<file path="config.mk">
export PLATFORM = sky130hd
export DESIGN_NAME = evcap_unit
export DESIGN_NICKNAME = d
export VERILOG_FILES = /design/src/rtl/evcap_pkg.sv /design/src/rtl/evcap_sync.sv /design/src/rtl/evcap_filter.sv /design/src/rtl/evcap_edge.sv /design/src/rtl/evcap_unit.sv
export SDC_FILE = /design/constraint.sdc
export NUM_CORES = 1
export LEC_CHECK = 0
export CAP_MARGIN = 30
export CORE_UTILIZATION = 34
export CTS_CLUSTER_SIZE = 28
export DETAILED_ROUTE_END_ITERATION = 10
export PLACE_DENSITY = 0.73
export SYNTH_ARGS = -nofsm -noshare
export SYNTH_HDL_FRONTEND = slang
export SYNTH_SLANG_ARGS = --single-unit
export TNS_END_PERCENT = 10
</file>
<file path="constraint.sdc">
create_clock -name clk_i -period 3.1 [get_ports clk_i]
set_clock_uncertainty 0.2 [all_clocks]
set_input_delay 0.93 -clock clk_i [delete_from_list [all_inputs] [get_ports clk_i]]
set_output_delay 0.93 -clock clk_i [all_outputs]
set_load 0.03 [all_outputs]
</file>
<file path="src/rtl/evcap_pkg.sv">
package evcap_pkg;

    // Control register, bit 0 = filter enable, bit 1 = rising select,
    // bit 2 = interrupt enable.
    typedef struct packed {
        logic irq_en;
        logic rise_sel;
        logic filt_en;
    } ctrl_t;

    localparam int CTRL_W = $bits(ctrl_t);

    // Mode codes in which the stamp register serves as the counting limit
    // (8, 10, 12, 14): upper bit set, lowest bit clear.
    function automatic logic stamp_is_limit(input logic [3:0] mode);
        return mode[3] && !mode[0];
    endfunction

endpackage

</file>
<file path="src/rtl/evcap_sync.sv">
module evcap_sync #(
    parameter int STAGES = 2
) (
    input  logic clk_i,
    input  logic rst_n_i,
    input  logic d_i,
    output logic q_o
);
    typedef struct packed {
        logic [STAGES-1:0] chain;
    } sync_st_t;

    sync_st_t st_d, st_q;

    always_comb begin
        st_d       = st_q;
        st_d.chain = {st_q.chain[STAGES-2:0], d_i};
    end

    always_ff @(posedge clk_i or negedge rst_n_i) begin
        if (!rst_n_i) st_q <= '0;
        else          st_q <= st_d;
    end

    assign q_o = st_q.chain[STAGES-1];

endmodule

</file>
<file path="src/rtl/evcap_filter.sv">
module evcap_filter #(
    parameter int TAPS = 4
) (
    input  logic clk_i,
    input  logic rst_n_i,
    input  logic en_i,
    input  logic d_i,
    output logic q_o
);
    typedef struct packed {
        logic [TAPS-1:0] hist;
        logic            level;
    } filt_st_t;

    filt_st_t st_d, st_q;

    always_comb begin
        st_d      = st_q;
        st_d.hist = {st_q.hist[TAPS-2:0], d_i};
        if (&st_d.hist)       st_d.level = 1'b1;
        else if (~|st_d.hist) st_d.level = 1'b0;
    end

    always_ff @(posedge clk_i or negedge rst_n_i) begin
        if (!rst_n_i) st_q <= '0;
        else          st_q <= st_d;
    end

    assign q_o = en_i ? st_q.level : d_i;

    // a level change is backed by four agreeing input samples
    generate
        if (TAPS == 4) begin : g_chk4
            a_r2_filter_agree: assert property (@(posedge clk_i) disable iff (!rst_n_i)
                !$stable(st_q.level) |->
                    ($past(d_i, 1) == st_q.level) && ($past(d_i, 2) == st_q.level) &&
                    ($past(d_i, 3) == st_q.level) && ($past(d_i, 4) == st_q.level))
                else $error("a_r2_filter_agree");
        end
    endgenerate

endmodule

</file>
<file path="src/rtl/evcap_edge.sv">
module evcap_edge (
    input  logic clk_i,
    input  logic rst_n_i,
    input  logic sig_i,
    input  logic rise_i,
    output logic evt_o
);
    typedef struct packed {
        logic prev;
    } edge_st_t;

    edge_st_t st_d, st_q;

    always_comb begin
        st_d      = st_q;
        st_d.prev = sig_i;
    end

    always_ff @(posedge clk_i or negedge rst_n_i) begin
        if (!rst_n_i) st_q <= '0;
        else          st_q <= st_d;
    end

    assign evt_o = rise_i ? (sig_i && !st_q.prev) : (!sig_i && st_q.prev);

    // an event follows a level change in the selected direction
    a_r3_edge_dir: assert property (@(posedge clk_i) disable iff (!rst_n_i)
        evt_o |=> (st_q.prev == $past(rise_i)))
        else $error("a_r3_edge_dir");

endmodule

</file>
<file path="src/rtl/evcap_unit.sv">
module evcap_unit #(
    parameter int CNT_W       = 16,
    parameter int SYNC_STAGES = 2,
    parameter int FILT_TAPS   = 4,
    parameter int ADDR_W      = 2
) (
    input  logic              clk_i,
    input  logic              rst_n_i,
    input  logic [CNT_W-1:0]  cnt_i,
    input  logic [3:0]        mode_i,
    input  logic              pin_i,
    input  logic              wr_en_i,
    input  logic [ADDR_W-1:0] wr_addr_i,
    input  logic [CNT_W-1:0]  wr_data_i,
    input  logic              irq_ack_i,
    output logic [CNT_W-1:0]  stamp_o,
    output logic              flag_o,
    output logic              irq_o,
    output logic [2:0]        ctrl_o
);
    import evcap_pkg::*;

    localparam logic [ADDR_W-1:0] A_CTRL  = ADDR_W'(0);
    localparam logic [ADDR_W-1:0] A_CLR   = ADDR_W'(1);
    localparam logic [ADDR_W-1:0] A_STAMP = ADDR_W'(2);

    typedef struct packed {
        ctrl_t            ctrl;
        logic             flag;
        logic [CNT_W-1:0] stamp;
    } unit_st_t;

    unit_st_t st_d, st_q;

    logic pin_sync;
    logic pin_sel;
    logic edge_evt;
    logic limit_mode;
    logic cap_evt;
    logic limit_hit;
    logic flag_set;
    logic flag_clr;
    logic wr_ctrl;
    logic wr_clr;
    logic wr_stamp;

    evcap_sync #(.STAGES(SYNC_STAGES)) u_sync (
        .clk_i   (clk_i),
        .rst_n_i (rst_n_i),
        .d_i     (pin_i),
        .q_o     (pin_sync)
    );

    evcap_filter #(.TAPS(FILT_TAPS)) u_filter (
        .clk_i   (clk_i),
        .rst_n_i (rst_n_i),
        .en_i    (st_q.ctrl.filt_en),
        .d_i     (pin_sync),
        .q_o     (pin_sel)
    );

    evcap_edge u_edge (
        .clk_i   (clk_i),
        .rst_n_i (rst_n_i),
        .sig_i   (pin_sel),
        .rise_i  (st_q.ctrl.rise_sel),
        .evt_o   (edge_evt)
    );

    always_comb begin
        limit_mode = stamp_is_limit(mode_i);
        wr_ctrl    = wr_en_i && (wr_addr_i == A_CTRL);
        wr_clr     = wr_en_i && (wr_addr_i == A_CLR) && wr_data_i[0];
        wr_stamp   = wr_en_i && (wr_addr_i == A_STAMP);
        cap_evt    = edge_evt && !limit_mode;
        limit_hit  = limit_mode && (cnt_i == st_q.stamp);
        flag_set   = cap_evt || limit_hit;
        flag_clr   = wr_clr || irq_ack_i;

        st_d = st_q;
        if (wr_ctrl) st_d.ctrl = ctrl_t'(wr_data_i[CTRL_W-1:0]);

        if (flag_set)      st_d.flag = 1'b1;
        else if (flag_clr) st_d.flag = 1'b0;

        if (cap_evt)                     st_d.stamp = cnt_i;
        else if (limit_mode && wr_stamp) st_d.stamp = wr_data_i;
    end

    always_ff @(posedge clk_i or negedge rst_n_i) begin
        if (!rst_n_i) st_q <= '0;
        else          st_q <= st_d;
    end

    assign stamp_o = st_q.stamp;
    assign flag_o  = st_q.flag;
    assign irq_o   = st_q.flag && st_q.ctrl.irq_en;
    assign ctrl_o  = st_q.ctrl;

    // a capture stores the counter value of its cycle and marks pending
    a_r4_stamp_copy: assert property (@(posedge clk_i) disable iff (!rst_n_i)
        cap_evt |=> (st_q.stamp == $past(cnt_i)) && st_q.flag)
        else $error("a_r4_stamp_copy");

    // the flag only drops after a clear request
    a_r6_flag_fall: assert property (@(posedge clk_i) disable iff (!rst_n_i)
        $fell(st_q.flag) |-> $past(flag_clr))
        else $error("a_r6_flag_fall");

    // in limit modes the pin cannot move the stamp
    a_r7_pin_ignored: assert property (@(posedge clk_i) disable iff (!rst_n_i)
        (limit_mode && !wr_stamp) |=> $stable(st_q.stamp))
        else $error("a_r7_pin_ignored");

    // outside limit modes only a capture moves the stamp
    a_r8_stamp_guard: assert property (@(posedge clk_i) disable iff (!rst_n_i)
        (!limit_mode && !cap_evt) |=> $stable(st_q.stamp))
        else $error("a_r8_stamp_guard");

    // set wins over clear
    a_r9_set_wins: assert property (@(posedge clk_i) disable iff (!rst_n_i)
        (flag_set && flag_clr) |=> st_q.flag)
        else $error("a_r9_set_wins");

endmodule

</file>
==> results.json <==
{
  "cts.reportedPaths.clkPinSlew_ps": 90,
  "fin_cells": 218,
  "worst-path-max-fanout": 15,
  "grt_use_total_pct": 15.6,
  "path_cells": "clkdlybuf4s50_1 > and2b_2 > nor2_1 > a221o_2",
  "row_count": 22,
  "die-area_um2": 4210,
  "synth_top_area_cell": "dfrtp_1",
  "postCtsSetupRepairBufs": 0,
  "antennaDiodeCount": 0,
  "period_share_pct": 87.3,
  "fin_crit_ps": 2710,
  "ys.flop_type": "dfrtp_1",
  "grt.overflow.total": 0,
  "clockBufferDepth": 2,
  "r2r_setup_slack_ps": 860,
  "avgSynthCellArea_um2": 12.2,
  "synth_enable_flop_cells": 0,
  "synth_common_cells": "dfrtp_1 (27), and2_1 (16), xnor2_1 (16)",
  "port_buffers": 61,
  "required_ps": 3110,
  "fp.dieW_um": 64.9,
  "grt_pass1_wl_mm": 5.10,
  "synth.area.top_cells": "dfrtp_1 (50%), xnor2_1 (10%), a221o_1 (8.2%)",
  "hold_violations": 0,
  "netlist_instances": 110,
  "min_path_type": "reg2reg",
  "grt_pass1_vias": 1184,
  "antenna_left": 0,
  "pre_cts_slack_ps": 151,
  "viasPerCell": 5.02,
  "critPathLaunchType": "input pin",
  "synthArstFlopShare_pct": 100,
  "setup-tns-final_ps": 0,
  "root_buffer": "clkbuf_8",
  "final_core_util_pct": 54.4,
  "place_congestion": 0.729,
  "vias": 1094,
  "worstReg2RegStart": "ctrl_o[0]",
  "crit_path_end_kind": "register",
  "synth_top_area_share_pct": 50.3,
  "antenna_found_initial": 0,
  "ir_drop_mv": 0.327,
  "min_from": "u_sync.st_q[0]",
  "numClockSinks": 27,
  "place_inst": 214,
  "p_per_area_nw_per_um2": 783,
  "fp.coreArea_um2": 3720,
  "arrival_ps": 2710,
  "hold_buffers": 0,
  "worst_pin_slew_ps": 1030,
  "maxSlewViolCount": 0,
  "wl_mm": 3.23,
  "yosys.cell_types.count": 29,
  "ios": 64,
  "synthesis.nets": 153,
  "critical_path_class": "in2reg",
  "max_freq_ghz": 0.370,
  "drt_iter0_drc": 28,
  "syn-cell-area_um2": 1340,
  "rr_worst_depth": 4,
  "wire_per_inst_um": 14.8,
  "synth_sequential_area_ratio_pct": 50.3,
  "fin_nets": 214,
  "slowest_stage": "nor2_1",
  "cts_made_buffers": 3,
  "place_area_um2": 1970,
  "leakage_nw": 0.805,
  "finalSetupViolations": 0,
  "ys_warn_count": 0,
  "cts_tree": "yes",
  "final_layout_size_suffix_gt1_share_pct": 10.0,
  "grt_max_degree": 28,
  "status": "completed",
  "startpoint": "mode_i[0]",
  "setup_ws_ps": 394,
  "hold_depth": 0,
  "syn2layout_area_growth_pct": 50.4,
  "clk_latency_ps": 270,
  "ys_ff_latch": 27,
  "yosys.cell_count.top_type": "dfrtp_1",
  "worstHoldEndpoint": "u_sync.st_q[1]",
  "rsz0062_at_grt": "no",
  "cap_viol_max_count": 0,
  "start_util_pct": 36.2,
  "route.detailed.drc": 0,
  "cts_htree_levels": 1,
  "relSlewSlack_pct": 31.2,
  "die_h_um": 64.9,
  "power.total_mw": 1.58,
  "cpPeakStageDelay_ps": 780,
  "design_area_um2": 2020,
  "hold_slack_ps": 164,
  "cts_resized": 0,
  "first_pass_iters": 4,
  "rr_endpoint": "stamp_o[5]"
}
[state kept, by name, indices dropped and copies added (netlist names)]
register / flops
ctrl_o: 3
flag_o: 1
stamp_o: 16
u_edge.st_q: 1
u_filter.st_d: 3
u_filter.st_q: 1
u_sync.st_q: 2
[cell usage in the layout, fill, tap and decap left out, types with 2 or more instances in the layout]
cell type | synthesis | final
buf_4 | 2 | 2
a221o_1 | 11 | 11
nand4_1 | 3 | 3
clkbuf_8 | 0 | 3
mux2_2 | 3 | 3
dfrtp_1 | 27 | 27
nor2b_1 | 4 | 4
and2_1 | 16 | 16
nor2_1 | 2 | 2
clkdlybuf4s50_1 | 0 | 61
xnor2_1 | 16 | 16
a221o_2 | 5 | 5
[where the power goes]
| part | internal [mW] | switching [mW] |
|---|---|---|
| sequential | 0.467 | 0.121 |
| clock | 0.0909 | 0.107 |
| combinational | 0.407 | 0.390 |
[area by class of cell]
| cell class | instances | area (um2) |
|---|---|---|
| Clock inverter | 1 | 7.51 |
| Clock buffer | 3 | 41.3 |
| Fill cell | 355 | 1700 |
| Tap cell | 48 | 60.1 |
| Sequential cell | 27 | 676 |
| Timing Repair Buffer | 63 | 626 |
| Multi-Input combinational cell | 75 | 607 |
| Inverter | 1 | 3.75 |
[worst max-delay path by stage]
stage                     depth (start not counted)    endpoint
after floorplan                                   7  stamp_o[0]
after global placement                            4  stamp_o[5]
after detailed placement                          4  stamp_o[9]
after CTS                                         4  stamp_o[5]
after global routing                              5  stamp_o[5]
final                                             4  stamp_o[5]
[kinds of logic after synthesis]
| kind of cell | synth area share (%) |
|---|---|
| compound gates | 15.0 |
| xor+xnor | 10.4 |
| buf+inv | 4.56 |
| flops | 50.3 |
| mux | 4.28 |
| simple gates | 15.5 |
[layer usage]
| metal | track usage (%) | share of wire [%] | wire length (um) | up-vias |
|---|---|---|---|---|
| met3 | 3.35 | 5.4 | 176 | 2 |
| met5 | 0 | 0 | 0 | - |
| li1 | - | - | - | 521 |
| met2 | 28.4 | 50 | 1620 | 42 |
| met4 | 3.33 | 0.56 | 18 | 0 |
| met1 | 18.6 | 44 | 1420 | 529 |
[critical path, delay by kind of cell]
family | cells | cell delay, ps
simple gates | 2 | 1030
compound gates | 1 | 300
buf+inv | 1 | 450
Power figures use the tool's default switching activity.
